### config.mk
export PLATFORM = sky130hd
export DESIGN_NAME = i2c_flag_monitor
export DESIGN_NICKNAME = d
export VERILOG_FILES = /design/src/rtl/i2c_mon_pkg.sv /design/src/rtl/i2c_line_sync.sv /design/src/rtl/i2c_bit_counter.sv /design/src/rtl/i2c_status_flags.sv /design/src/rtl/i2c_cfg_reg.sv /design/src/rtl/i2c_flag_monitor.sv
export SDC_FILE = /design/constraint.sdc
export NUM_CORES = 1
export LEC_CHECK = 0
export CORE_ASPECT_RATIO = 1.1
export CORE_MARGIN = 5
export CORE_UTILIZATION = 35
export CTS_CLUSTER_SIZE = 16
export DETAILED_ROUTE_END_ITERATION = 12
export DONT_BUFFER_PORTS = 1
export GPL_ROUTABILITY_DRIVEN = 0
export PLACE_DENSITY = 0.58
export SLEW_MARGIN = 20
export SYNTH_ARGS = -nofsm -noshare
export SYNTH_HDL_FRONTEND = slang
export SYNTH_SLANG_ARGS = --single-unit
### constraint.sdc
create_clock -name clk -period 2.75 [get_ports clk]
set_clock_uncertainty 0.15 [all_clocks]
set_input_delay 0.275 -clock clk [delete_from_list [all_inputs] [get_ports clk]]
set_output_delay 0.275 -clock clk [all_outputs]
set_load 0.02 [all_outputs]
### src/rtl/i2c_mon_pkg.sv
package i2c_mon_pkg;

    // status register bit positions
    localparam int unsigned ST_STOP_BIT  = 0;
    localparam int unsigned ST_START_BIT = 1;
    localparam int unsigned ST_ACK_BIT   = 2;

    // flag/config register bit positions
    localparam int unsigned CF_RSV_BIT   = 0;
    localparam int unsigned CF_BINIT_BIT = 1;
    localparam int unsigned CF_SFAIL_BIT = 6;
    localparam int unsigned CF_BUSY_BIT  = 7;

    typedef struct packed {
        logic start_ev;
        logic stop_ev;
        logic scl_rise;
        logic sda_lvl;
    } bus_ev_t;

    typedef struct packed {
        logic start;
        logic stop;
        logic ack;
        logic sfail;
        logic busy;
    } flag_state_t;

    typedef struct packed {
        logic rsv_en;
        logic busy_init;
    } cfg_t;

endpackage

### src/rtl/i2c_line_sync.sv
module i2c_line_sync #(
    parameter int unsigned STAGES = 2
) (
    input  logic                 clk,
    input  logic                 rst_n,
    input  logic                 scl_in,
    input  logic                 sda_in,
    output i2c_mon_pkg::bus_ev_t ev
);
    typedef struct packed {
        logic [STAGES-1:0] scl_sh;
        logic [STAGES-1:0] sda_sh;
        logic              scl_prev;
        logic              sda_prev;
    } sync_state_t;

    sync_state_t st_d, st_q;
    logic scl_now, sda_now;

    always_comb begin
        st_d          = st_q;
        st_d.scl_sh   = {st_q.scl_sh[STAGES-2:0], scl_in};
        st_d.sda_sh   = {st_q.sda_sh[STAGES-2:0], sda_in};
        st_d.scl_prev = st_q.scl_sh[STAGES-1];
        st_d.sda_prev = st_q.sda_sh[STAGES-1];
    end

    always_ff @(posedge clk or negedge rst_n) begin
        if (!rst_n) st_q <= '1;
        else        st_q <= st_d;
    end

    assign scl_now = st_q.scl_sh[STAGES-1];
    assign sda_now = st_q.sda_sh[STAGES-1];

    always_comb begin
        ev.scl_rise = scl_now & ~st_q.scl_prev;
        ev.start_ev = scl_now & st_q.scl_prev & st_q.sda_prev & ~sda_now;
        ev.stop_ev  = scl_now & st_q.scl_prev & ~st_q.sda_prev & sda_now;
        ev.sda_lvl  = sda_now;
    end
endmodule

### src/rtl/i2c_bit_counter.sv
module i2c_bit_counter #(
    parameter int unsigned CNT_W = 4,
    parameter int unsigned LAST  = 9
) (
    input  logic                 clk,
    input  logic                 rst_n,
    input  logic                 enable,
    input  i2c_mon_pkg::bus_ev_t ev,
    output logic [CNT_W-1:0]     cnt
);
    logic [CNT_W-1:0] cnt_d, cnt_q;

    always_comb begin
        cnt_d = cnt_q;
        if (!enable)
            cnt_d = '0;
        else if (ev.start_ev)
            cnt_d = '0;
        else if (ev.scl_rise)
            cnt_d = (cnt_q == CNT_W'(LAST)) ? CNT_W'(1) : cnt_q + CNT_W'(1);
    end

    always_ff @(posedge clk or negedge rst_n) begin
        if (!rst_n) cnt_q <= '0;
        else        cnt_q <= cnt_d;
    end

    assign cnt = cnt_q;
endmodule

### src/rtl/i2c_status_flags.sv
module i2c_status_flags #(
    parameter int unsigned CNT_W = 4,
    parameter int unsigned LAST  = 9
) (
    input  logic                     clk,
    input  logic                     rst_n,
    input  logic                     enable,
    input  logic                     en_rise,
    input  logic                     release_req,
    input  logic                     busy_init,
    input  i2c_mon_pkg::bus_ev_t     ev,
    input  logic [CNT_W-1:0]         cnt,
    output i2c_mon_pkg::flag_state_t flags
);
    import i2c_mon_pkg::*;

    localparam logic [CNT_W-1:0] POS_ACK  = CNT_W'(LAST);
    localparam logic [CNT_W-1:0] POS_LAST_DATA = CNT_W'(LAST - 1);
    localparam logic [CNT_W-1:0] POS_MID_LO    = CNT_W'(2);

    flag_state_t fl_d, fl_q;
    logic        mid_byte;

    assign mid_byte = (cnt >= POS_MID_LO) && (cnt <= POS_LAST_DATA);

    always_comb begin
        fl_d = fl_q;
        if (!enable) begin
            fl_d = '0;
        end else begin
            if (en_rise)
                fl_d.busy = busy_init;
            if (ev.scl_rise) begin
                // first clock of an address byte ends the stop indication
                if (cnt == '0)
                    fl_d.stop = 1'b0;
                // first clock of any following byte
                if (cnt == POS_ACK) begin
                    fl_d.ack   = 1'b0;
                    fl_d.start = 1'b0;
                end
                // acknowledge clock sampled with data driven low
                if (cnt == POS_LAST_DATA && !ev.sda_lvl)
                    fl_d.ack = 1'b1;
            end
            if (ev.start_ev) begin
                fl_d.start = 1'b1;
                fl_d.busy  = 1'b1;
                if (mid_byte)
                    fl_d.sfail = 1'b1;
            end
            if (ev.stop_ev) begin
                fl_d.stop  = 1'b1;
                fl_d.start = 1'b0;
                fl_d.ack   = 1'b0;
                fl_d.busy  = 1'b0;
                fl_d.sfail = 1'b0;
            end
            if (release_req) begin
                fl_d.start = 1'b0;
                fl_d.ack   = 1'b0;
                fl_d.sfail = 1'b0;
            end
        end
    end

    always_ff @(posedge clk or negedge rst_n) begin
        if (!rst_n) fl_q <= '0;
        else        fl_q <= fl_d;
    end

    assign flags = fl_q;
endmodule

### src/rtl/i2c_cfg_reg.sv
module i2c_cfg_reg (
    input  logic              clk,
    input  logic              rst_n,
    input  logic              enable,
    input  logic              wr_en,
    input  logic              wr_rsv,
    input  logic              wr_binit,
    output i2c_mon_pkg::cfg_t cfg
);
    import i2c_mon_pkg::*;

    cfg_t cfg_d, cfg_q;

    always_comb begin
        cfg_d = cfg_q;
        if (wr_en && !enable) begin
            cfg_d.rsv_en    = wr_rsv;
            cfg_d.busy_init = wr_binit;
        end
    end

    always_ff @(posedge clk or negedge rst_n) begin
        if (!rst_n) cfg_q <= '0;
        else        cfg_q <= cfg_d;
    end

    assign cfg = cfg_q;
endmodule

### src/rtl/i2c_flag_monitor.sv
module i2c_flag_monitor #(
    parameter int unsigned SYNC_STAGES   = 2,
    parameter int unsigned BITS_PER_BYTE = 8,
    parameter int unsigned REG_W         = 8,
    localparam int unsigned ACK_POS      = BITS_PER_BYTE + 1,
    localparam int unsigned CNT_W        = $clog2(BITS_PER_BYTE + 2)
) (
    input  logic             clk,
    input  logic             rst_n,
    input  logic             scl_in,
    input  logic             sda_in,
    input  logic             enable,
    input  logic             release_req,
    input  logic             reg_wr,
    input  logic             reg_sel,
    input  logic [REG_W-1:0] reg_wdata,
    output logic [REG_W-1:0] reg_rdata,
    output logic             flag_start,
    output logic             flag_stop,
    output logic             flag_ack,
    output logic             bus_busy,
    output logic             start_fail,
    output logic [CNT_W-1:0] bit_pos
);
    import i2c_mon_pkg::*;

    bus_ev_t     bus_ev;
    flag_state_t flags;
    cfg_t        cfg;
    logic [CNT_W-1:0] cnt;
    logic        en_d, en_q;
    logic        en_rise;
    logic        start_ev, stop_ev;
    logic [1:0]  cfg_bits;
    logic        wdata_unused;

    always_comb en_d = enable;

    always_ff @(posedge clk or negedge rst_n) begin
        if (!rst_n) en_q <= 1'b0;
        else        en_q <= en_d;
    end

    assign en_rise = enable & ~en_q;

    i2c_line_sync #(.STAGES(SYNC_STAGES)) u_sync (
        .clk    (clk),
        .rst_n  (rst_n),
        .scl_in (scl_in),
        .sda_in (sda_in),
        .ev     (bus_ev)
    );

    i2c_bit_counter #(.CNT_W(CNT_W), .LAST(ACK_POS)) u_cnt (
        .clk    (clk),
        .rst_n  (rst_n),
        .enable (enable),
        .ev     (bus_ev),
        .cnt    (cnt)
    );

    i2c_status_flags #(.CNT_W(CNT_W), .LAST(ACK_POS)) u_flags (
        .clk         (clk),
        .rst_n       (rst_n),
        .enable      (enable),
        .en_rise     (en_rise),
        .release_req (release_req),
        .busy_init   (cfg.busy_init),
        .ev          (bus_ev),
        .cnt         (cnt),
        .flags       (flags)
    );

    i2c_cfg_reg u_cfg (
        .clk      (clk),
        .rst_n    (rst_n),
        .enable   (enable),
        .wr_en    (reg_wr & reg_sel),
        .wr_rsv   (reg_wdata[CF_RSV_BIT]),
        .wr_binit (reg_wdata[CF_BINIT_BIT]),
        .cfg      (cfg)
    );

    // read mux: status when reg_sel is 0, flag/config when 1
    always_comb begin
        reg_rdata = '0;
        if (!reg_sel) begin
            reg_rdata[ST_STOP_BIT]  = flags.stop;
            reg_rdata[ST_START_BIT] = flags.start;
            reg_rdata[ST_ACK_BIT]   = flags.ack;
        end else begin
            reg_rdata[CF_RSV_BIT]   = cfg.rsv_en;
            reg_rdata[CF_BINIT_BIT] = cfg.busy_init;
            reg_rdata[CF_SFAIL_BIT] = flags.sfail;
            reg_rdata[CF_BUSY_BIT]  = flags.busy;
        end
    end

    assign flag_start   = flags.start;
    assign flag_stop    = flags.stop;
    assign flag_ack     = flags.ack;
    assign bus_busy     = flags.busy;
    assign start_fail   = flags.sfail;
    assign bit_pos      = cnt;
    assign start_ev     = bus_ev.start_ev;
    assign stop_ev      = bus_ev.stop_ev;
    assign cfg_bits     = {cfg.busy_init, cfg.rsv_en};
    assign wdata_unused = ^reg_wdata;
endmodule

# After elaboration in Yosys (flattened, before gate mapping)
# Index checks and enable logic that the tools add are counted.
[totals]
reg_bits = 18
latch_bits = 0
mem_bits_rw = 0
mem_bits_ro = 0
input_bits = 16
out_inout_bits = 17
elab_cells = 69
mem_count = 0
[op_classes]
addsub = 1
multipliers = 0
div = 0
order_cmp = 2
eq_ne = 12
shifts = 0
n_mux = 19
bitwise_logic = 12
reduce_logical = 10
[op_table]
columns = ["cell", "n"]
rows = [
  ["2-to-1 mux 4 bit", 4],
  ["!= test 4 x 1 -> 1 bit, second input constant", 4],
  ["!= test 5 x 1 -> 1 bit, second input constant", 3],
  ["2-to-1 mux 5 bit", 2],
  ["!= test 3 x 1 -> 1 bit, second input constant", 3],
  ["bitwise AND 1 bit", 8],
  ["equality test 4 bit, second input constant", 2],
  ["2-to-1 mux 1 bit", 8],
  ["2-to-1 mux 2 bit", 4],
  ["AND reduction 2 bit", 4],
  ["adder 4 x 1 -> 4 bit, second input constant", 1],
  ["greater-or-equal comparator 4 x 2 -> 1 bit, second input constant", 1],
  ["<= comparator 4 bit, second input constant", 1],
  ["zero test 4 bit", 1],
  ["NOT 1 bit", 4],
  ["logical AND 1 bit", 3],
  ["2-to-1 mux 3 bit", 1],
  ["zero test 1 bit", 2],
]

# Logic depth before layout (Yosys ltp)
# Gate-level depths: netlist (run 1).
[depth]
word_depth = 8
mapped_depth = 4
depth_no_buf = 4

# By module
# Synthesis (run 1) repeated with hierarchy kept, for this count alone.
[unflattened]
cells_unflattened = 74
hier_area_um2 = 883.3
[modules_own_cells]
columns = ["module", "instances", "cells_each", "area_each_um2", "seq_area_each_um2"]
rows = [
  ["i2c_status_flags", 1, 23, 249.0, 125.1],
  ["i2c_bit_counter", 1, 24, 236.5, 100.1],
  ["i2c_line_sync", 1, 10, 192.7, 157.7],
  ["i2c_flag_monitor", 1, 12, 111.4, 25.0],
  ["i2c_cfg_reg", 1, 5, 93.8, 50.0],
]

# Worst setup path before layout (run 1)
# OpenSTA, ideal clock, no wires.
[synth_path]
kind = "register -> register"
from = "register u_sync.st_q, in the netlist u_sync.ev[0]"
to = "register u_flags.fl_q, in the netlist u_flags.flags[4]"
setup_ns = 0.126
t_arrival_ns = 1.283
t_required_ns = 2.474
path_slack_ns = 1.192
path_stages_with_launch = 5
path_buffers = 0
period_less_slack_ns = 1.558
path_cell_list = "dfstp_2 -> xnor2_1 -> a21boi_1 -> or4b_1 -> o311a_1"
[synth_via]
elab_chain_len = 6
word_cells_on_any_way = 10
classes_between = "eq/ne: 2; mux: 4; bitwise: 3; reduce/logical: 1"
[synth_rtl]
columns = ["element", "line", "rtl"]
rows = [
  ["from (decl)", "i2c_line_sync.sv:17", "sync_state_t st_d, st_q;"],
  ["from (signal assigned)", "i2c_line_sync.sv:30", "else st_q <= st_d;"],
  ["NOT 1 bit", "i2c_line_sync.sv:38", "ev.start_ev = scl_now & st_q.scl_prev & st_q.sda_prev & ~sda_now;"],
  ["bitwise AND 1 bit", "i2c_line_sync.sv:38", ""],
  ["2-to-1 mux 1 bit", "i2c_status_flags.sv:46", "if (ev.start_ev) begin"],
  ["2-to-1 mux 5 bit", "i2c_status_flags.sv:52", "if (ev.stop_ev) begin"],
  ["2-to-1 mux 1 bit", "i2c_status_flags.sv:59", "if (release_req) begin"],
  ["2-to-1 mux 5 bit", "i2c_status_flags.sv:28", "if (!enable) begin"],
  ["to (signal assigned)", "i2c_status_flags.sv:69", "else fl_q <= fl_d;"],
  ["to (decl)", "i2c_status_flags.sv:21", "flag_state_t fl_d, fl_q;"],
]
# Parallel ways exist; a longest one is shown, timed or not.
# A chain may end at the register's enable or synchronous reset.

# Worst setup path after layout (run 1)
# Same ends and word-level chain as after synthesis.

==> impl_results.html, run 1 <==
<table>
<tr><th>Metric</th><th>Value</th></tr>
<tr><th colspan="2">Run status</th></tr>
<tr><td>Run status</td><td>finished, final reports clean</td></tr>
<tr><th colspan="2">Finish</th></tr>
<tr><td>Total number of nets in the final design</td><td>98</td></tr>
<tr><td>Diodes inserted</td><td>0</td></tr>
<tr><td>Number of filler instances in the final layout</td><td>220</td></tr>
<tr><td>Cell area after layout</td><td>938 um^2</td></tr>
<tr><td>Fraction of layout cells with a size suffix above 1</td><td>17.3%</td></tr>
<tr><td>Area overhead of the layout relative to synthesis</td><td>13.1%</td></tr>
<tr><td>Final standard cell utilization of the core</td><td>41.7%</td></tr>
<tr><th colspan="2">Global routing</th></tr>
<tr><td>Overall overflow remaining after global route</td><td>0</td></tr>
<tr><td>Vias in the first global route</td><td>546</td></tr>
<tr><td>Antenna violations before repair</td><td>0</td></tr>
<tr><td>GRT Resource Usage Total</td><td>10.6%</td></tr>
<tr><td>Pin count of the biggest net entering global routing</td><td>19</td></tr>
<tr><td>First-pass GRT wire length</td><td>2750 um</td></tr>
<tr><th colspan="2">Placed design</th></tr>
<tr><td>Detailed Place HPWL</td><td>1180 um</td></tr>
<tr><td>Worst setup slack before clock tree synthesis</td><td>1110 ps</td></tr>
<tr><td>Port bufs</td><td>0</td></tr>
<tr><td>DP Area</td><td>852 um^2</td></tr>
<tr><th colspan="2">Floorplanning</th></tr>
<tr><td>Row count</td><td>18</td></tr>
<tr><td>Area of the core</td><td>0.00225 mm^2</td></tr>
<tr><td>I/O pin count</td><td>33</td></tr>
<tr><td>Initial cell density of the core</td><td>36.8%</td></tr>
<tr><td>Area of the die</td><td>0.00345 mm^2</td></tr>
<tr><td>Height of the die</td><td>61.1 um</td></tr>
<tr><td>Die Wd</td><td>56.4 um</td></tr>
<tr><th colspan="2">Routing</th></tr>
<tr><td>Detailed-routing iteration count for the pre-antenna-repair pass</td><td>4</td></tr>
<tr><td>Final Routed Wirelength</td><td>1640 um</td></tr>
<tr><td>1st-iter DRT viols</td><td>10</td></tr>
<tr><td>Count of nets left with antenna violations after detail routing</td><td>0</td></tr>
<tr><td>Number of vias per cell after detailed routing</td><td>5.12</td></tr>
<tr><td>Wire per inst</td><td>14.8 um</td></tr>
<tr><td>DRC violations left</td><td>0</td></tr>
<tr><td>Vias post-DR</td><td>568</td></tr>
<tr><th colspan="2">Setup path</th></tr>
<tr><td>Endpoint arrival time on the critical path</td><td>1670 ps</td></tr>
<tr><td>Category of the worst setup path launch point</td><td>register</td></tr>
<tr><td>Required @ worst endpoint</td><td>2780 ps</td></tr>
<tr><td>Maximum fanout encountered on the critical timing path</td><td>6</td></tr>
<tr><td>Crit Path Class</td><td>reg -&gt; reg</td></tr>
<tr><td>Critical Path Sink Type</td><td>register</td></tr>
<tr><th colspan="2">Logic synthesis</th></tr>
<tr><td>Post-synthesis cell count</td><td>72</td></tr>
<tr><td>Yosys synthesis warning count</td><td>0</td></tr>
<tr><td>Seq/Total Area, Yosys</td><td>55.2%</td></tr>
<tr><td>Number of synthesized flops with an enable pin</td><td>0</td></tr>
<tr><td>Most area-hungry cell type in the Yosys netlist</td><td>sky130_fd_sc_hd__dfrtp_1</td></tr>
<tr><td>Leading post-synthesis cells by cell area</td><td>sky130_fd_sc_hd__dfrtp_1 36%, sky130_fd_sc_hd__dfstp_2 19%, sky130_fd_sc_hd__mux2_2 5.4%, sky130_fd_sc_hd__a21oi_1 3.0%, sky130_fd_sc_hd__buf_4 2.7%</td></tr>
<tr><td>Top-count cell post-synth</td><td>sky130_fd_sc_hd__dfrtp_1</td></tr>
<tr><td>Post-synthesis sequential element count</td><td>18</td></tr>
<tr><td>Cell area after synthesis</td><td>830 um^2</td></tr>
<tr><td>Post-synth top flop</td><td>sky130_fd_sc_hd__dfrtp_1</td></tr>
<tr><td>Post-synthesis async set-or-reset flop share</td><td>100%</td></tr>
<tr><td>Mapped Avg Cell Area</td><td>11.5 um^2</td></tr>
<tr><td>Number of distinct library cell variants in the gate-level netlist after synthesis</td><td>29</td></tr>
<tr><td>Share of Yosys cell area claimed by the top area cell type</td><td>36.2%</td></tr>
<tr><td>Top cell types by occurrence after synthesis</td><td>12 x sky130_fd_sc_hd__dfrtp_1, 6 x sky130_fd_sc_hd__dfstp_2, 5 x sky130_fd_sc_hd__a21oi_1, 5 x sky130_fd_sc_hd__nor2_1</td></tr>
<tr><th colspan="2">Timing</th></tr>
<tr><td>Setup slack after layout</td><td>1110 ps</td></tr>
<tr><td>Final count of pins violating max slew</td><td>0</td></tr>
<tr><td>Slew of the pin with the lowest slew margin</td><td>789 ps</td></tr>
<tr><td>Fin crit period</td><td>1640 ps</td></tr>
<tr><td>RSZ-0062 raised after global routing</td><td>false</td></tr>
<tr><td>Share of the cycle needed by the critical path after routing</td><td>59.8%</td></tr>
<tr><td>Fmax achieved</td><td>608 MHz</td></tr>
<tr><td>Number of failing hold endpoints at the final stage</td><td>0</td></tr>
<tr><td>Setup violations, final</td><td>0</td></tr>
<tr><td>Setup TNS after final layout</td><td>0 ps</td></tr>
<tr><td>Headroom to the max-slew limit</td><td>47.2%</td></tr>
<tr><th colspan="2">Pwr</th></tr>
<tr><td>Reported leakage power</td><td>0.406 nW</td></tr>
<tr><td>Peak supply drop</td><td>237 uV</td></tr>
<tr><td>PwrDens</td><td>513 mW/mm^2</td></tr>
<tr><th colspan="2">Clocking</th></tr>
<tr><td>CTS tree</td><td>done</td></tr>
<tr><td>Clock transition at the register clock pins on the worst setup and hold paths after CTS</td><td>90 ps</td></tr>
<tr><td>Maximum root-to-sink buffer count</td><td>2</td></tr>
<tr><td>H-tree depth</td><td>1</td></tr>
<tr><td>CTS Root Cell</td><td>sky130_fd_sc_hd__clkbuf_4</td></tr>
<tr><td>Source-to-sink clock delay at the later pin of the worst-skew pair</td><td>290 ps</td></tr>
<tr><td>Total clock buffers created by CTS</td><td>3</td></tr>
<tr><td>Count of clock tree sinks</td><td>18</td></tr>
<tr><td>Number of buffers added for setup after CTS</td><td>0</td></tr>
<tr><th colspan="2">Job</th></tr>
<tr><td>Count of max-cap constraint violations</td><td>0</td></tr>
<tr><th colspan="2">Worst hold path</th></tr>
<tr><td>Hold Path Class</td><td>in -&gt; reg</td></tr>
</table>
[worst paths after layout]
kind	cells past startpoint	start	end	slack (ps)
worst max-delay path	4	u_sync.ev[0]$_DFF_PN1_	u_flags.flags[4]$_DFFE_PN0P_	1110
worst min-delay path	2	enable	u_flags.flags[1]$_DFFE_PN0P_	20
worst max register to register	4	u_sync.ev[0]$_DFF_PN1_	u_flags.flags[4]$_DFFE_PN0P_	1110
worst min register to register	0	u_sync.st_d[5]$_DFF_PN1_	u_sync.scl_now$_DFF_PN1_	210
max in group asynchronous	1	rst_n	u_cnt.cnt[1]$_DFFE_PN0P_	1600
min in group asynchronous	1	rst_n	en_q$_DFF_PN0_	360
[logic make-up (layout without fill, tap and decap cells)]
logic type	count (synthesis)	in the layout	synth area share [%]
buffers and inverters	3	10	2.71
DFF	18	18	55.2
other	1	3	0.452
AOI/OAI and AO/OA	13	13	9.81
and+or+nand+nor	30	30	23.1
muxes	5	5	6.64
xor gates and xnor gates	2	2	2.11
[registers in the layout (all words and copies together) (netlist names)]
register / cells
u_flags.flags: 5
u_cnt.cnt: 4
u_sync.ev: 1
u_sync.st_d: 2
en_q: 1
u_cfg.cfg: 2
u_sync.scl_now: 1
u_sync.st_q: 2
[per-layer routing]
| layer | GRT usage (%) | vias up | share of wire [%] |
|---|---|---|---|
| li1 | - | 271 | - |
| met2 | 16.5 | 27 | 46 |
| met1 | 12.9 | 268 | 42 |
| met5 | 0 | - | 0 |
| met3 | 5.87 | 2 | 11 |
| met4 | 3.05 | 0 | 0.73 |
[per-stage QoR]
| stage | hold slack, ps | total power, W | std cells |
|---|---|---|---|
| after floorplan | -171 | 0.000340 | 74 |
| after global placement | -170 | 0.000344 | 101 |
| after detailed placement | -170 | 0.000345 | 101 |
| after CTS | 16.7 | 0.000489 | 111 |
| after global routing | 19.2 | 0.000513 | 111 |
| final | 23.8 | 0.000481 | 111 |
[report_power, final]
part           internal (W)  switching [W]
combinational     0.0000233      0.0000280
clock             0.0000563      0.0000734
sequential         0.000283      0.0000177
[layout by cell type, fill, tap and decap left out]
master                           n
sky130_fd_sc_hd__o311a_1         1
sky130_fd_sc_hd__nand3_1         1
sky130_fd_sc_hd__nand4b_1        2
sky130_fd_sc_hd__dlygate4sd3_1   6
sky130_fd_sc_hd__dfstp_2         6
sky130_fd_sc_hd__a21oi_1         5
sky130_fd_sc_hd__nand3b_1        3
sky130_fd_sc_hd__o21bai_1        1
sky130_fd_sc_hd__conb_1          3
sky130_fd_sc_hd__and4b_2         1
sky130_fd_sc_hd__clkbuf_1        1
sky130_fd_sc_hd__or4b_1          2
sky130_fd_sc_hd__dfrtp_1        12
sky130_fd_sc_hd__o31ai_1         1
sky130_fd_sc_hd__nor2_1          5
sky130_fd_sc_hd__and3_1          1
sky130_fd_sc_hd__and2b_1         1
sky130_fd_sc_hd__a31oi_1         1
sky130_fd_sc_hd__nor3_1          2
sky130_fd_sc_hd__nor2b_1         3
sky130_fd_sc_hd__nand4bb_1       1
sky130_fd_sc_hd__clkbuf_4        3
sky130_fd_sc_hd__mux2i_1         1
sky130_fd_sc_hd__a21boi_0        1
sky130_fd_sc_hd__mux2_2          4
sky130_fd_sc_hd__xnor2_1         2
sky130_fd_sc_hd__nand2_1         4
sky130_fd_sc_hd__a21boi_1        1
sky130_fd_sc_hd__and3b_1         1
sky130_fd_sc_hd__and2_1          3
sky130_fd_sc_hd__o21ai_0         2
[repair_timing]
item	in CTS	in global routing
gates resized for setup	0	0
hold endpoints to repair	25	0
hold buffers	6	0
[worst max-delay path, cell delays in order (launching register included)]
cell	delay [ps]
sky130_fd_sc_hd__dfstp_2	590
sky130_fd_sc_hd__xnor2_1	120
sky130_fd_sc_hd__a21boi_1	70
sky130_fd_sc_hd__or4b_1	470
sky130_fd_sc_hd__o311a_1	130
[cell type report]
type / instances / area [um^2] / share of cell area (%)
flip-flops and latches: 18 / 458 / 48.8
multi-input cells: 53 / 357 / 38.0
repair buffers: 6 / 60.1 / 6.40
well taps: 30 / 37.5 / 4.00
clock buffers: 4 / 26.3 / 2.80
(Power assumes the default switching activity.)
==> inputs of run 2 (changes only) <==
Clock period 2.75 ns to 1.65 ns, I/O delays scaled along.
==> run 2 against run 1 <==
Against the previous run:
- count of clock-buffer cells in the layout did not move
- clock power increased by 100%
- first-iteration DRC count did not move
- largest cell class unchanged
- largest power group unchanged
==> impl_results.html, run 2 (synthesis gave the netlist of run 1 again) <==
<table>
<tr><th>Metric</th><th>Value</th></tr>
<tr><th colspan="2">Clocking</th></tr>
<tr><td>Clock transition at the register clock pins on the worst setup and hold paths after CTS</td><td>100 ps (about the same)</td></tr>
<tr><td>CTS tree</td><td>done</td></tr>
<tr><td>Number of buffers added for setup after CTS</td><td>0 (unchanged)</td></tr>
<tr><td>Maximum root-to-sink buffer count</td><td>2 (unchanged)</td></tr>
<tr><td>Count of clock tree sinks</td><td>18 (unchanged)</td></tr>
<tr><td>CTS Root Cell</td><td>sky130_fd_sc_hd__clkbuf_4</td></tr>
<tr><td>Total clock buffers created by CTS</td><td>3 (unchanged)</td></tr>
<tr><td>Source-to-sink clock delay at the later pin of the worst-skew pair</td><td>290 ps (about the same)</td></tr>
<tr><td>Number of gates resized after cts</td><td>0 (unchanged)</td></tr>
<tr><td>H-tree depth</td><td>1 (unchanged)</td></tr>
<tr><th colspan="2">Routing</th></tr>
<tr><td>DRC violations left</td><td>0 (unchanged)</td></tr>
<tr><td>Final Routed Wirelength</td><td>1710 um (+4.1%)</td></tr>
<tr><td>Count of nets left with antenna violations after detail routing</td><td>0 (unchanged)</td></tr>
<tr><td>Detailed-routing iteration count for the pre-antenna-repair pass</td><td>4 (unchanged)</td></tr>
<tr><td>1st-iter DRT viols</td><td>10 (unchanged)</td></tr>
<tr><td>Wire per inst</td><td>14.5 um (-2.0%)</td></tr>
<tr><td>Number of vias per cell after detailed routing</td><td>5.07 (-0.96%)</td></tr>
<tr><td>Vias post-DR</td><td>598 (+5.3%)</td></tr>
<tr><th colspan="2">Placed design</th></tr>
<tr><td>Worst setup slack before clock tree synthesis</td><td>54.0 ps (-1050 ps)</td></tr>
<tr><td>Port bufs</td><td>0 (unchanged)</td></tr>
<tr><td>Detailed Place HPWL</td><td>1220 um (+4.1%)</td></tr>
<tr><th colspan="2">Setup path</th></tr>
<tr><td>Endpoint arrival time on the critical path</td><td>1640 ps (-30 ps)</td></tr>
<tr><td>Crit Path Class</td><td>reg -&gt; reg</td></tr>
<tr><td>Critical path's top delay family</td><td>flip-flops</td></tr>
<tr><td>Launch point of the critical path</td><td>u_sync.st_q[0]$_DFF_PN1_</td></tr>
<tr><td>Number of buffers and inverters on the critical path</td><td>0 (unchanged)</td></tr>
<tr><td>Crit path largest cell delay</td><td>570 ps (-20 ps)</td></tr>
<tr><td>Required @ worst endpoint</td><td>1680 ps (-1100 ps)</td></tr>
<tr><td>Start of the worst register-to-register path</td><td>u_sync.st_q[0]$_DFF_PN1_</td></tr>
<tr><td>Number of cells on the worst reg-to-reg path</td><td>4 (unchanged)</td></tr>
<tr><td>Category of the worst setup path launch point</td><td>register</td></tr>
<tr><td>Critical Path Sink Type</td><td>register</td></tr>
<tr><td>Number of cells on the critical path</td><td>4 (unchanged)</td></tr>
<tr><td>Maximum fanout encountered on the critical timing path</td><td>4 (-2)</td></tr>
<tr><td>Cells traversed along the worst timing path</td><td>xnor2_1, a21boi_1, or4b_1, o311a_1</td></tr>
<tr><td>Worst-path cell with the longest stage delay</td><td>sky130_fd_sc_hd__dfstp_2</td></tr>
<tr><th colspan="2">Floorplanning</th></tr>
<tr><td>Area of the die</td><td>0.00345 mm^2 (unchanged)</td></tr>
<tr><td>I/O pin count</td><td>33 (unchanged)</td></tr>
<tr><td>Die Wd</td><td>56.4 um (unchanged)</td></tr>
<tr><td>Area of the core</td><td>0.00225 mm^2 (unchanged)</td></tr>
<tr><td>Initial cell density of the core</td><td>36.8% (unchanged)</td></tr>
<tr><td>Row count</td><td>18 (unchanged)</td></tr>
<tr><td>Height of the die</td><td>61.1 um (unchanged)</td></tr>
<tr><th colspan="2">Finish</th></tr>
<tr><td>Total number of nets in the final design</td><td>105 (+7.1%)</td></tr>
<tr><td>Area overhead of the layout relative to synthesis</td><td>21.0%</td></tr>
<tr><td>Top library cells by usage in the layout, fill and taps aside</td><td>12 x sky130_fd_sc_hd__dfrtp_1, 7 x sky130_fd_sc_hd__dlygate4sd3_1, 6 x sky130_fd_sc_hd__buf_4, 6 x sky130_fd_sc_hd__dfstp_2</td></tr>
<tr><td>Number of filler instances in the final layout</td><td>213 (-3.2%)</td></tr>
<tr><td>Most common cell after layout, fill and taps aside</td><td>sky130_fd_sc_hd__dfrtp_1</td></tr>
<tr><td>Diodes inserted</td><td>0 (unchanged)</td></tr>
<tr><td>Max FFs per register</td><td>5 (unchanged)</td></tr>
<tr><td>Fraction of layout cells with a size suffix above 1</td><td>23.9% (+6.6 points)</td></tr>
<tr><th colspan="2">Global routing</th></tr>
<tr><td>Antenna violations before repair</td><td>0 (unchanged)</td></tr>
<tr><td>First-pass GRT wire length</td><td>3100 um (+13%)</td></tr>
<tr><td>GRT Resource Usage Total</td><td>12.0% (+1.4 points)</td></tr>
<tr><td>Pin count of the biggest net entering global routing</td><td>19 (unchanged)</td></tr>
<tr><td>Overall overflow remaining after global route</td><td>0 (unchanged)</td></tr>
<tr><td>Vias in the first global route</td><td>680 (+25%)</td></tr>
<tr><th colspan="2">Pwr</th></tr>
<tr><td>Reported leakage power</td><td>0.448 nW (+10%)</td></tr>
<tr><td>PwrDens</td><td>854 mW/mm^2 (+67%)</td></tr>
<tr><td>Peak supply drop</td><td>579 uV (+140%)</td></tr>
<tr><th colspan="2">Timing</th></tr>
<tr><td>RSZ-0062 raised after global routing</td><td>true</td></tr>
<tr><td>Hold Worst Slack</td><td>24.2 ps (+0.487 ps)</td></tr>
<tr><td>Headroom to the max-slew limit</td><td>47.7% (+0.46 points)</td></tr>
<tr><td>Fin crit period</td><td>1610 ps (-30.6 ps)</td></tr>
<tr><td>Share of the cycle needed by the critical path after routing</td><td>97.8% (+38 points)</td></tr>
<tr><td>Fmax achieved</td><td>620 MHz (+1.9%)</td></tr>
<tr><td>Final count of pins violating max slew</td><td>0 (unchanged)</td></tr>
<tr><td>Slew of the pin with the lowest slew margin</td><td>782 ps (-6.81 ps)</td></tr>
<tr><td>Number of failing hold endpoints at the final stage</td><td>0 (unchanged)</td></tr>
<tr><td>Setup slack after layout</td><td>35.9 ps (-1070 ps)</td></tr>
<tr><td>Setup violations, final</td><td>0 (unchanged)</td></tr>
<tr><th colspan="2">Worst hold path</th></tr>
<tr><td>Hold Path Class</td><td>in -&gt; reg</td></tr>
<tr><td>Instance count along the most critical hold path</td><td>2 (unchanged)</td></tr>
<tr><td>Worst min-delay path startpoint</td><td>reg_wr</td></tr>
<tr><th colspan="2">Run status</th></tr>
<tr><td>Run status</td><td>finished, final reports clean</td></tr>
<tr><th colspan="2">Job</th></tr>
<tr><td>Count of max-cap constraint violations</td><td>0 (unchanged)</td></tr>
</table>
run 2: cell types whose count changed in the layout (fill, tap and decap cells not counted):
cell | previous run | this run
sky130_fd_sc_hd__buf_4 | 0 | 6
sky130_fd_sc_hd__clkbuf_1 | 1 | 0
sky130_fd_sc_hd__clkbuf_8 | 0 | 1
sky130_fd_sc_hd__dlygate4sd3_1 | 6 | 7
run 2: repair_timing:
item / 4_1_cts / 5_1_grt
hold buffers: 7 / 0
endpoints found under the setup margin: 0 / 1
hold endpoints to repair: 31 / 0
run 2: worst paths after layout:
check | endpoint | slack [ps]
setup / recovery | u_flags.flags[4]$_DFFE_PN0P_ | 40
min in group asynchronous | u_cnt.cnt[1]$_DFFE_PN0P_ | 240
max in group asynchronous | u_cfg.cfg[1]$_DFFE_PN0P_ | 620
hold reg to reg | u_sync.scl_now$_DFF_PN1_ | 210
hold / removal | u_cfg.cfg[1]$_DFFE_PN0P_ | 20
setup reg to reg | u_flags.flags[4]$_DFFE_PN0P_ | 40
run 2: layout make-up:
class / instances / area, um^2 / share of cell area (%)
clock buffer: 4 / 36.3 / 3.62
multi-input combinational: 53 / 357 / 35.5
sequential: 18 / 458 / 45.6
tap: 30 / 37.5 / 3.74
timing repair buffer: 13 / 115 / 11.5
run 2: metal layers:
layer	part of all wire [%]	routed length, um	global-route usage (%)
met5	0	0	0
met4	0.70	12	4.07
met1	42	725	13.7
met2	47	801	20.3
met3	9.9	169	5.45
run 2: power by group:
group | switching, W | leakage [nW] | internal [W] | total, W
sequential | 0.0000207 | 0.222 | 0.000471 | 0.000492
clock | 0.000127 | 0.0210 | 0.000135 | 0.000262
combinational | 0.0000584 | 0.205 | 0.0000454 | 0.000104
run 2: per-stage QoR:
| stage | cell area [um^2] | utilization [%] | setup TNS, ps | total power, W | std cells |
|---|---|---|---|---|---|
| 2_1_floorplan | 837 | - | 0 | 0.000567 | 74 |
| 3_3_place_gp | 897 | 39.8 | 0 | 0.000580 | 107 |
| 3_5_place_dp | 897 | 39.8 | 0 | 0.000582 | 107 |
| 4_1_cts | 1000 | 44.6 | 0 | 0.000878 | 118 |
| 5_1_grt | 1000 | 44.6 | -7.45 | 0.000912 | 118 |
| 6_report | 1000 | 44.6 | 0 | 0.000857 | 118 |
==> inputs of run 3 (changes only) <==
Settings changed: RECOVER_POWER set to 100.
==> run 3 against run 2 <==
Against the previous run:
- non-clock buffer count is the same
- global-route usage is the same
- wire length shrank 0.88%
- design area shrank 0.75%
- sequential power is essentially flat
- flip-flop and latch count is the same
- clock power is essentially flat
- via count grew 0.17%
- die area is the same
- fmax shrank 0.18%
- highest routed layer unchanged
==> impl_results.html, run 3 (synthesis gave the netlist of run 1 again) <==
<table>
<tr><th>Metric</th><th>Value</th></tr>
<tr><th colspan="2">Run status</th></tr>
<tr><td>Run status</td><td>finished, final reports clean</td></tr>
<tr><th colspan="2">Floorplanning</th></tr>
<tr><td>Area of the core</td><td>0.00225 mm^2 (unchanged)</td></tr>
<tr><td>Row count</td><td>18 (unchanged)</td></tr>
<tr><td>I/O pin count</td><td>33 (unchanged)</td></tr>
<tr><td>Height of the die</td><td>61.1 um (unchanged)</td></tr>
<tr><td>Initial cell density of the core</td><td>36.8% (unchanged)</td></tr>
<tr><td>Die Wd</td><td>56.4 um (unchanged)</td></tr>
<tr><td>Area of the die</td><td>0.00345 mm^2 (unchanged)</td></tr>
<tr><th colspan="2">Routing</th></tr>
<tr><td>DRC violations left</td><td>0 (unchanged)</td></tr>
<tr><td>1st-iter DRT viols</td><td>12 (+2)</td></tr>
<tr><td>Number of vias per cell after detailed routing</td><td>5.08 (+0.17%)</td></tr>
<tr><td>Vias post-DR</td><td>599 (+0.17%)</td></tr>
<tr><td>Final Routed Wirelength</td><td>1690 um (-0.88%)</td></tr>
<tr><td>Detailed-routing iteration count for the pre-antenna-repair pass</td><td>2 (-2)</td></tr>
<tr><td>Wire per inst</td><td>14.4 um (-0.88%)</td></tr>
<tr><td>Count of nets left with antenna violations after detail routing</td><td>0 (unchanged)</td></tr>
<tr><th colspan="2">Setup path</th></tr>
<tr><td>Endpoint arrival time on the critical path</td><td>1640 ps (about the same)</td></tr>
<tr><td>Maximum fanout encountered on the critical timing path</td><td>4 (unchanged)</td></tr>
<tr><td>Worst-path cell with the longest stage delay</td><td>sky130_fd_sc_hd__dfstp_2</td></tr>
<tr><td>Crit Path Class</td><td>reg -&gt; reg</td></tr>
<tr><td>Crit path largest cell delay</td><td>570 ps (about the same)</td></tr>
<tr><td>Required @ worst endpoint</td><td>1680 ps (about the same)</td></tr>
<tr><td>Number of buffers and inverters on the critical path</td><td>0 (unchanged)</td></tr>
<tr><td>Critical Path Sink Type</td><td>register</td></tr>
<tr><td>Cells traversed along the worst timing path</td><td>xnor2_1, a21boi_1, or4b_1, o311a_1</td></tr>
<tr><td>Critical path's top delay family</td><td>flip-flops</td></tr>
<tr><td>Category of the worst setup path launch point</td><td>register</td></tr>
<tr><th colspan="2">Placed design</th></tr>
<tr><td>Worst setup slack before clock tree synthesis</td><td>54.0 ps (unchanged)</td></tr>
<tr><td>Port bufs</td><td>0 (unchanged)</td></tr>
<tr><td>Detailed Place HPWL</td><td>1220 um (unchanged)</td></tr>
<tr><th colspan="2">Timing</th></tr>
<tr><td>Setup slack after layout</td><td>33.0 ps (-2.85 ps)</td></tr>
<tr><td>RSZ-0062 raised after global routing</td><td>true</td></tr>
<tr><td>Slew of the pin with the lowest slew margin</td><td>782 ps (+0.541 ps)</td></tr>
<tr><td>Number of failing hold endpoints at the final stage</td><td>0 (unchanged)</td></tr>
<tr><td>Share of the cycle needed by the critical path after routing</td><td>98.0% (+0.17 points)</td></tr>
<tr><td>Fin crit period</td><td>1620 ps (+2.85 ps)</td></tr>
<tr><td>Headroom to the max-slew limit</td><td>47.7% (about the same)</td></tr>
<tr><td>Fmax achieved</td><td>618 MHz (-0.18%)</td></tr>
<tr><td>Setup violations, final</td><td>0 (unchanged)</td></tr>
<tr><td>Final count of pins violating max slew</td><td>0 (unchanged)</td></tr>
<tr><th colspan="2">Job</th></tr>
<tr><td>Count of max-cap constraint violations</td><td>0 (unchanged)</td></tr>
<tr><th colspan="2">Finish</th></tr>
<tr><td>Max FFs per register</td><td>5 (unchanged)</td></tr>
<tr><td>Area overhead of the layout relative to synthesis</td><td>20.1%</td></tr>
<tr><td>Total area of sequential cells</td><td>458 um^2 (unchanged)</td></tr>
<tr><td>Diodes inserted</td><td>0 (unchanged)</td></tr>
<tr><td>Area of the multi-input gates</td><td>357 um^2 (unchanged)</td></tr>
<tr><td>Most common cell after layout, fill and taps aside</td><td>sky130_fd_sc_hd__dfrtp_1</td></tr>
<tr><td>Number of filler instances in the final layout</td><td>215 (+0.94%)</td></tr>
<tr><td>Fraction of layout cells with a size suffix above 1</td><td>19.3% (-4.5 points)</td></tr>
<tr><td>Top library cells by usage in the layout, fill and taps aside</td><td>12 x sky130_fd_sc_hd__dfrtp_1, 7 x sky130_fd_sc_hd__dlygate4sd3_1, 6 x sky130_fd_sc_hd__dfstp_2</td></tr>
<tr><td>Total number of nets in the final design</td><td>105 (unchanged)</td></tr>
<tr><th colspan="2">Global routing</th></tr>
<tr><td>First-pass GRT wire length</td><td>3100 um (unchanged)</td></tr>
<tr><td>Pin count of the biggest net entering global routing</td><td>19 (unchanged)</td></tr>
<tr><td>Overall overflow remaining after global route</td><td>0 (unchanged)</td></tr>
<tr><td>GRT Resource Usage Total</td><td>12.0% (unchanged)</td></tr>
<tr><td>Antenna violations before repair</td><td>0 (unchanged)</td></tr>
<tr><td>Vias in the first global route</td><td>680 (unchanged)</td></tr>
<tr><th colspan="2">Clocking</th></tr>
<tr><td>Count of clock tree sinks</td><td>18 (unchanged)</td></tr>
<tr><td>Maximum root-to-sink buffer count</td><td>2 (unchanged)</td></tr>
<tr><td>CTS tree</td><td>done</td></tr>
<tr><td>Total clock buffers created by CTS</td><td>3 (unchanged)</td></tr>
<tr><td>Source-to-sink clock delay at the later pin of the worst-skew pair</td><td>290 ps (about the same)</td></tr>
<tr><td>Number of gates resized after cts</td><td>0 (unchanged)</td></tr>
<tr><td>CTS Root Cell</td><td>sky130_fd_sc_hd__clkbuf_4</td></tr>
<tr><td>Number of buffers added for setup after CTS</td><td>0 (unchanged)</td></tr>
<tr><td>Clock transition at the register clock pins on the worst setup and hold paths after CTS</td><td>100 ps (about the same)</td></tr>
<tr><td>H-tree depth</td><td>1 (unchanged)</td></tr>
<tr><th colspan="2">Worst hold path</th></tr>
<tr><td>Hold Path Class</td><td>in -&gt; reg</td></tr>
<tr><th colspan="2">Pwr</th></tr>
<tr><td>Post-layout total power</td><td>0.000855 W (-0.29%)</td></tr>
<tr><td>Peak supply drop</td><td>579 uV (about the same)</td></tr>
<tr><td>PwrDens</td><td>858 mW/mm^2 (+0.46%)</td></tr>
<tr><td>Reported leakage power</td><td>0.438 nW (-2.3%)</td></tr>
</table>
-- run 3: changes by cell type in the layout (fill, tap and decap cells not counted) --
| cell | before | now |
|---|---|---|
| sky130_fd_sc_hd__clkbuf_1 | 0 | 2 |
| sky130_fd_sc_hd__mux2_1 | 0 | 2 |
| sky130_fd_sc_hd__and2_0 | 0 | 3 |
| sky130_fd_sc_hd__mux2_2 | 4 | 2 |
| sky130_fd_sc_hd__buf_4 | 6 | 4 |
| sky130_fd_sc_hd__and2_1 | 3 | 0 |
-- run 3: area by class of cell --
class	count	share of cell area [%]
repair buffers	13	10.8
flip-flops and latches	18	46.0
clock buffers	4	3.64
well taps	30	3.77
multi-input cells	53	35.8
-- run 3: timing repair --
item	CTS	global route
endpoints found under the hold margin	31	0
endpoints found under the setup margin	0	1
hold buffers	7	0
-- run 3: stage by stage --
stage | utilization (%) | area [um^2] | hold WS, ps | setup TNS [ps] | cells
2_1_floorplan | - | 837 | -281 | 0 | 74
3_3_place_gp | 39.8 | 897 | -280 | 0 | 107
3_5_place_dp | 39.8 | 897 | -280 | 0 | 107
4_1_cts | 44.6 | 1000 | 1.95 | 0 | 118
5_1_grt | 44.2 | 996 | 16.8 | -7.45 | 118
6_report | 44.2 | 996 | 25.8 | 0 | 118
-- run 3: worst paths after layout --
kind | startpoint | to | slack [ps] | depth (start not counted)
max | u_sync.st_q[0]$_DFF_PN1_ | u_flags.flags[4]$_DFFE_PN0P_ | 30 | 4
max in group asynchronous | rst_n | u_cfg.cfg[1]$_DFFE_PN0P_ | 620 | 1
max reg2reg | u_sync.st_q[0]$_DFF_PN1_ | u_flags.flags[4]$_DFFE_PN0P_ | 30 | 4
min reg2reg | u_sync.st_d[5]$_DFF_PN1_ | u_sync.scl_now$_DFF_PN1_ | 210 | 0
min in group asynchronous | rst_n | u_cnt.cnt[1]$_DFFE_PN0P_ | 240 | 1
min | reg_wr | u_cfg.cfg[1]$_DFFE_PN0P_ | 30 | 2
-- run 3: routing by layer --
| metal | share of wire (%) | track usage (%) | vias up | wire, um |
|---|---|---|---|---|
| met5 | 0 | 0 | - | 0 |
| met4 | 0.71 | 4.07 | 0 | 12 |
| met3 | 9.1 | 5.45 | 2 | 154 |
| met2 | 46 | 20.3 | 27 | 787 |
| met1 | 44 | 13.7 | 283 | 739 |
| li1 | - | - | 287 | - |
-- run 3: worst register-to-register path: cells and delay by family, from the launching register on --
family / cells / cell delay, ps
compound gates: 2 / 200
flops: 1 / 570
xor+xnor: 1 / 120
simple gates: 1 / 470
-- run 3: report_power, final --
group | total (W) | internal (W) | switching [W] | leakage, nW
Sequential | 0.000492 | 0.000471 | 0.0000210 | 0.222
Combinational | 0.000102 | 0.0000435 | 0.0000584 | 0.194
Clock | 0.000261 | 0.000134 | 0.000127 | 0.0210
